--- src/rtl/dsdc_pkg.sv ---
package dsdc_pkg;

    localparam int TWO_MOD  = 2;
    localparam int FIVE_MOD = 5;
    localparam int FIVE_W   = $clog2(FIVE_MOD);
    localparam int CTR_W    = 1 + FIVE_W;

    typedef enum logic [1:0] {
        LINK_SPLIT = 2'd0,
        LINK_BCD   = 2'd1,
        LINK_BIQ   = 2'd2,
        LINK_ALT   = 2'd3
    } link_e;

    // Bit 0 is the modulo-2 section, bits 3:1 the modulo-5 section.
    typedef struct packed {
        logic [FIVE_W-1:0] five;
        logic              two;
    } ctr_val_t;

    typedef struct packed {
        logic two;
        logic five;
    } adv_t;

    function automatic logic fell(logic prev, logic cur);
        return prev & ~cur;
    endfunction

    // In biquinary order the modulo-5 section is entered first.
    function automatic logic entry_is_five(link_e m);
        return m == LINK_BIQ;
    endfunction

endpackage

--- src/rtl/dsdc_fall_det.sv ---
module dsdc_fall_det (
    input  logic clk,
    input  logic rst,
    input  logic din,
    output logic fall_o
);
    logic smp, smp_d;

    always_ff @(posedge clk) begin
        if (rst) begin
            smp   <= 1'b0;
            smp_d <= 1'b0;
        end else begin
            smp   <= din;
            smp_d <= smp;
        end
    end

    assign fall_o = dsdc_pkg::fell(smp_d, smp);

    // a detected falling transition lasts a single cycle
    a_r4_single_pulse: assert property (@(posedge clk) disable iff (rst)
        fall_o |=> !fall_o);

endmodule

--- src/rtl/dsdc_section.sv ---
module dsdc_section #(
    parameter int MOD = 5,
    localparam int W  = (MOD > 2) ? $clog2(MOD) : 1
) (
    input  logic         clk,
    input  logic         rst,
    input  logic         clr_n,
    input  logic         hold,
    input  logic         adv,
    output logic [W-1:0] val_o
);
    localparam logic [W-1:0] LAST = W'(MOD - 1);

    always_ff @(posedge clk or negedge clr_n) begin
        if (!clr_n)           val_o <= '0;
        else if (rst || hold) val_o <= '0;
        else if (adv)         val_o <= (val_o == LAST) ? '0 : val_o + 1'b1;
    end

    // the section value never leaves its modulus
    a_r3_in_range: assert property (@(posedge clk) disable iff (rst)
        val_o <= LAST);

    // without an advance request the section holds its value
    a_r3_idle_stable: assert property (@(posedge clk) disable iff (rst || !clr_n)
        (!adv && !hold) |=> $stable(val_o));

endmodule

--- src/rtl/dsdc_counter.sv ---
module dsdc_counter
    import dsdc_pkg::*;
(
    input  logic     clk,
    input  logic     rst,
    input  logic     clr_n,
    input  link_e    mode,
    input  logic     chain_en,
    input  logic     chain_fall,
    input  logic     cp_two,
    input  logic     cp_five,
    output ctr_val_t q,
    output logic     carry_fall
);
    logic clr_rel, hold;
    logic ext_two_fall, ext_five_fall;
    logic q0_d, q3_d, q0_fall, q3_fall;
    adv_t adv;

    // clear: asserted at once, released on the clock
    always_ff @(posedge clk or negedge clr_n) begin
        if (!clr_n) clr_rel <= 1'b0;
        else        clr_rel <= 1'b1;
    end
    assign hold = ~clr_rel;

    dsdc_fall_det u_two_in  (.clk(clk), .rst(rst), .din(cp_two),  .fall_o(ext_two_fall));
    dsdc_fall_det u_five_in (.clk(clk), .rst(rst), .din(cp_five), .fall_o(ext_five_fall));

    // delayed copies of the section outputs for the internal ripple links
    always_ff @(posedge clk or negedge clr_n) begin
        if (!clr_n) begin
            q0_d <= 1'b0;
            q3_d <= 1'b0;
        end else if (rst || hold) begin
            q0_d <= 1'b0;
            q3_d <= 1'b0;
        end else begin
            q0_d <= q.two;
            q3_d <= q.five[FIVE_W-1];
        end
    end
    assign q0_fall = fell(q0_d, q.two);
    assign q3_fall = fell(q3_d, q.five[FIVE_W-1]);

    always_comb begin
        unique case (mode)
            LINK_BCD: begin
                adv.two  = chain_en ? chain_fall : ext_two_fall;
                adv.five = q0_fall;
            end
            LINK_BIQ: begin
                adv.two  = q3_fall;
                adv.five = chain_en ? chain_fall : ext_five_fall;
            end
            default: begin
                adv.two  = chain_en ? chain_fall : ext_two_fall;
                adv.five = ext_five_fall;
            end
        endcase
        carry_fall = entry_is_five(mode) ? q0_fall : q3_fall;
    end

    dsdc_section #(.MOD(TWO_MOD)) u_two (
        .clk(clk), .rst(rst), .clr_n(clr_n), .hold(hold),
        .adv(adv.two), .val_o(q.two)
    );

    dsdc_section #(.MOD(FIVE_MOD)) u_five (
        .clk(clk), .rst(rst), .clr_n(clr_n), .hold(hold),
        .adv(adv.five), .val_o(q.five)
    );

    // the cycle after a reset edge the counter reads zero
    a_r1_reset_zero: assert property (@(posedge clk)
        $past(rst) |-> (q == '0));

    // while clear is low the counter reads zero
    a_r7_clear_zero: assert property (@(posedge clk) disable iff (rst)
        !clr_n |-> (q == '0));

    // in decade order a falling bit 0 moves the modulo-5 section
    a_r5_bcd_link: assert property (@(posedge clk) disable iff (rst || !clr_n)
        (mode == LINK_BCD && $stable(mode) && clr_rel && $fell(q.two))
        |=> (q.five != $past(q.five)));

    // in biquinary order a falling bit 3 toggles bit 0
    a_r6_biq_link: assert property (@(posedge clk) disable iff (rst || !clr_n)
        (mode == LINK_BIQ && $stable(mode) && clr_rel && $fell(q.five[FIVE_W-1]))
        |=> (q.two != $past(q.two)));

endmodule

--- src/rtl/dsdc_top.sv ---
module dsdc_top
    import dsdc_pkg::*;
#(
    parameter int NUM_CTR = 2
) (
    input  logic                       clk,
    input  logic                       rst,
    input  logic [NUM_CTR-1:0]         cp_two_i,
    input  logic [NUM_CTR-1:0]         cp_five_i,
    input  logic [NUM_CTR-1:0]         clr_n_i,
    input  logic [NUM_CTR-1:0][1:0]    link_i,
    input  logic                       chain_i,
    output logic [NUM_CTR-1:0][CTR_W-1:0] q_o
);
    logic [NUM_CTR-1:0] carry;

    for (genvar k = 0; k < NUM_CTR; k++) begin : g_ctr
        logic     cf;
        logic     cen;
        ctr_val_t val;

        if (k == 0) begin : g_first
            assign cf  = 1'b0;
            assign cen = 1'b0;
        end else begin : g_next
            assign cf  = carry[k-1];
            assign cen = chain_i;
        end

        dsdc_counter u_ctr (
            .clk        (clk),
            .rst        (rst),
            .clr_n      (clr_n_i[k]),
            .mode       (link_e'(link_i[k])),
            .chain_en   (cen),
            .chain_fall (cf),
            .cp_two     (cp_two_i[k]),
            .cp_five    (cp_five_i[k]),
            .q          (val),
            .carry_fall (carry[k])
        );

        assign q_o[k] = val;
    end

endmodule

--- config.mk ---
export PLATFORM = sky130hd
export DESIGN_NAME = dsdc_top
export DESIGN_NICKNAME = d
export VERILOG_FILES = /design/src/rtl/dsdc_pkg.sv /design/src/rtl/dsdc_fall_det.sv /design/src/rtl/dsdc_section.sv /design/src/rtl/dsdc_counter.sv /design/src/rtl/dsdc_top.sv
export SDC_FILE = /design/constraint.sdc
export NUM_CORES = 1
export LEC_CHECK = 0
export BUFFER_PORTS_ARGS = -buffer_cell sky130_fd_sc_hd__buf_2
export CORE_MARGIN = 2
export CORE_UTILIZATION = 53
export CTS_BUF_LIST = sky130_fd_sc_hd__clkbuf_4 sky130_fd_sc_hd__clkbuf_8 sky130_fd_sc_hd__clkbuf_16
export DETAILED_ROUTE_END_ITERATION = 10
export HOLD_SLACK_MARGIN = 0.03
export PLACE_DENSITY = 0.75
export SLEW_MARGIN = 0
export SYNTH_ARGS = -nofsm -noshare
export SYNTH_HDL_FRONTEND = slang
export SYNTH_SLANG_ARGS = --single-unit
--- constraint.sdc ---
create_clock -name clk -period 1.6 [get_ports clk]
set_input_delay 0.16 -clock clk [delete_from_list [all_inputs] [get_ports clk]]
set_output_delay 0.16 -clock clk [all_outputs]
set_load 0.01 [all_outputs]
==> summary.txt <==
Worst hold path
  • Worst Hold Depth: 2
  • Hold Path Class: in -> reg
  • Hold-critical path endpoint: g_ctr[1].u_ctr.u_two_in.smp
  • Hold path start: cp_two_i[1]

Yosys
  • Area leader, netlist: dfrtp_1
  • Synth unique cells: 37
  • FF+latch count, synth: 22
  • Syn Std Cell Area: 1097 um^2
  • Sequential fraction of the synthesis area: 46.52%
  • Area contributors post-synth: dfrtp_1 (32%), dfxtp_1 (15%), ha_1 (9.1%)
  • Synthesized instance count: 104
  • Yosys warns: 0
  • Mean Syn Cell Area: 10.55 um^2
  • EDFF count, synth: 0
  • Yosys top cell area share: 31.93%
  • Post-synth top flop: dfrtp_1
  • Async set-reset flop share out of synthesis: 63.64%

Power
  • Leakage: 0.0006386 uW
  • Cell area power density: 767.4 nW/um^2
  • Worst VDD drop: 596.6 uV

Worst setup path
  • R2r worst-path depth: 4
  • Critical R2R Capture: g_ctr[1].u_ctr.u_five.val_o[2]
  • Setup slack, reg-to-reg: 200 ps
  • Reg-to-reg startpoint: g_ctr[0].u_ctr.u_two.val_o
  • Critical-path maximum fanout: 5
  • CP Launch Point: g_ctr[0].u_ctr.u_two.val_o
  • CP Capture Type: register
  • Worst EP arrival: 1590 ps
  • Critical path startpoint category: register
  • Kind of critical path: reg -> reg
  • WP data required: 1800 ps

Detailed routing
  • Drt first pass iters: 4
  • Initial DRC count: 5
  • DR DRC count: 0
  • Mean number of vias per cell: 4.865
  • Vias: 759
  • Routed Antenna Nets: 0
  • Drt wl/cell: 11.13 um
  • Final WL: 1736 um

Finish
  • Final-stage net count: 151
  • Final instance count without filler cells: 156
  • Register area: 510.5 um^2
  • FILL cells: 171
  • Diodes inserted: 0
  • Area occupied by multi-input gates: 525.5 um^2
  • Area Overhead vs Synth: 16.88%
  • Share of layout cells above drive strength 1: 24.81%

Outcome
  • Status: completed

Timing
  • Fin. max-slew vios: 0
  • Fin crit period: 1395 ps
  • Skew final: 1.514 ps
  • Final Hold Vio Count: 0
  • Worst hold margin: 60.80 ps
  • Final Cycle Share: 87.21%
  • Max frequency: 716.6 MHz
  • # setup viols final: 0
  • RSZ-0062 raised after global routing: false

Placement
  • I/O Buffers: 20
  • Placed cell count: 150
  • Placed wire-length estimate: 1424 um
  • GPL Wtd Cong: 0.7420

Clocking
  • PostCTS Resize Cnt: 0
  • Clk sinks: 22
  • H-tree depth: 1
  • Max clock buf depth: 2
  • Clock latency on the worst-skew pair: 300 ps
  • Clock root cell: clkbuf_4
  • CTS clk-pin slew, worst paths: 120 ps
  • Post CTS Setup Buffer Count: 0
  • CTS tree: built
  • CTS buffer count: 3

Floorplan
  • Core ar.: 1962 um^2
  • Die height: 49.50 um
  • Rows: 16
  • Starting Density: 55.93%
  • I/O Pins: 21
  • Die width: 49.50 um
  • Die ar.: 2450 um^2

GRT
  • GRT Util Overall: 16.35%
  • Global-route wire length before repair: 3056 um
  • Largest net degree at the start of global routing: 13
  • Total gr overflow: 0
  • Antenna violations before repair: 0
  • Vias in the first global route: 756

Run
  • Max_cap viols: 0
-- cell usage in the layout, fill, tap and decap left out, drive strengths merged, types with 5 or more instances in the layout --
master,n
dfrtp,14
nor2,5
dfxtp,8
nor2b,13
buf,22
ha,8
nand2,6
inv,10
-- report_power, final --
part / switching, uW / internal (uW)
Sequential: 9.66 / 569
Clock: 158 / 139
Combinational: 56.2 / 52.0
Total: 224 / 760
-- stage by stage --
stage          cell area [um^2]  power [uW]  TNS [ps]  util, %  setup WS (ps)
6_report                   1282       984.2         0    65.37          204.6
5_1_grt                    1282        1037         0    65.37          106.0
4_1_cts                    1282       997.2         0    65.37          177.5
3_5_place_dp               1226       696.3    -18.86    62.50         -18.86
3_3_place_gp               1226       691.1         0    62.50          11.84
2_1_floorplan              1101       654.5         0        -          97.63
-- synthesized netlist by cell type (2+ instances only) --
| library cell | instances |
|---|---|
| nor2_1 | 5 |
| dfrtp_1 | 14 |
| o21ai_1 | 4 |
| mux2i_1 | 2 |
| buf_4 | 2 |
| nand2_1 | 6 |
| and2_1 | 3 |
| nand4bb_1 | 2 |
| dfxtp_1 | 8 |
| inv_1 | 10 |
| nand4b_1 | 2 |
| nand3_1 | 2 |
| ha_1 | 8 |
| nand2b_1 | 2 |
| nor2b_1 | 12 |
-- routing by layer --
layer / wire, um / global-route usage [%]
met5: 0 / 0
met4: 10 / 4.630
met3: 74 / 3.636
met2: 842 / 27.48
met1: 809 / 21.22
-- kinds of logic (layout without fill, tap and decap cells) --
group | count (synthesis) | after routing | share of synthesized area (%)
adder cells (fa/ha/maj) | 8 | 8 | 9.122
AO/OA/AOI/OAI | 12 | 12 | 10.03
multiplexers | 3 | 3 | 2.851
other | 1 | 2 | 0.3417
buffers and inverters | 15 | 39 | 5.928
XOR/XNOR | 1 | 1 | 0.7983
AND/OR/NAND/NOR | 42 | 42 | 24.40
flip-flops | 22 | 22 | 46.52
-- timing repair --
action / 4_1_cts / 5_1_grt
hold buffers: 2 / 0
setup endpoints to repair: 0 / 0
endpoints found under the hold margin: 14 / 0
-- critical path: stages, from the launching register on --
cell and delay [ps]:
dfrtp_1 440, and3b_1 260, o2111ai_2 160, a31o_1 240
a32o_1 190
-- flip-flops by register name (all words and copies together) (netlist names) --
signal / cells
g_ctr.u_ctr.clr_rel: 2
g_ctr.u_ctr.q0_d: 2
g_ctr.u_ctr.q3_d: 2
g_ctr.u_ctr.u_five.val_o: 6
g_ctr.u_ctr.u_five_in.smp: 2
g_ctr.u_ctr.u_five_in.smp_d: 2
g_ctr.u_ctr.u_two.val_o: 2
g_ctr.u_ctr.u_two_in.smp: 2
g_ctr.u_ctr.u_two_in.smp_d: 2
-- layout make-up --
class | instances | area share (%)
multi-input combinational | 68 | 40.98
sequential | 22 | 39.80
timing repair buffer | 24 | 10.54
inverter | 11 | 3.220
clock buffer | 4 | 2.829
tap | 27 | 2.634
-- how the worst max path moves through the flow --
| stage | slack (ps) | to | cells after the start |
|---|---|---|---|
| 6_report | 200 | g_ctr[1].u_ctr.u_five.val_o[2] | 4 |
| 5_1_grt | 110 | g_ctr[1].u_ctr.u_five.val_o[2] | 4 |
| 4_1_cts | 180 | g_ctr[1].u_ctr.u_five.val_o[2] | 4 |
| 3_5_place_dp | -20 | g_ctr[1].u_ctr.u_two.val_o | 7 |
| 3_3_place_gp | 10 | g_ctr[1].u_ctr.u_two.val_o | 7 |
| 2_1_floorplan | 100 | g_ctr[1].u_ctr.u_two.val_o | 6 |
No activity file was read; power rests on OpenSTA's default activity.
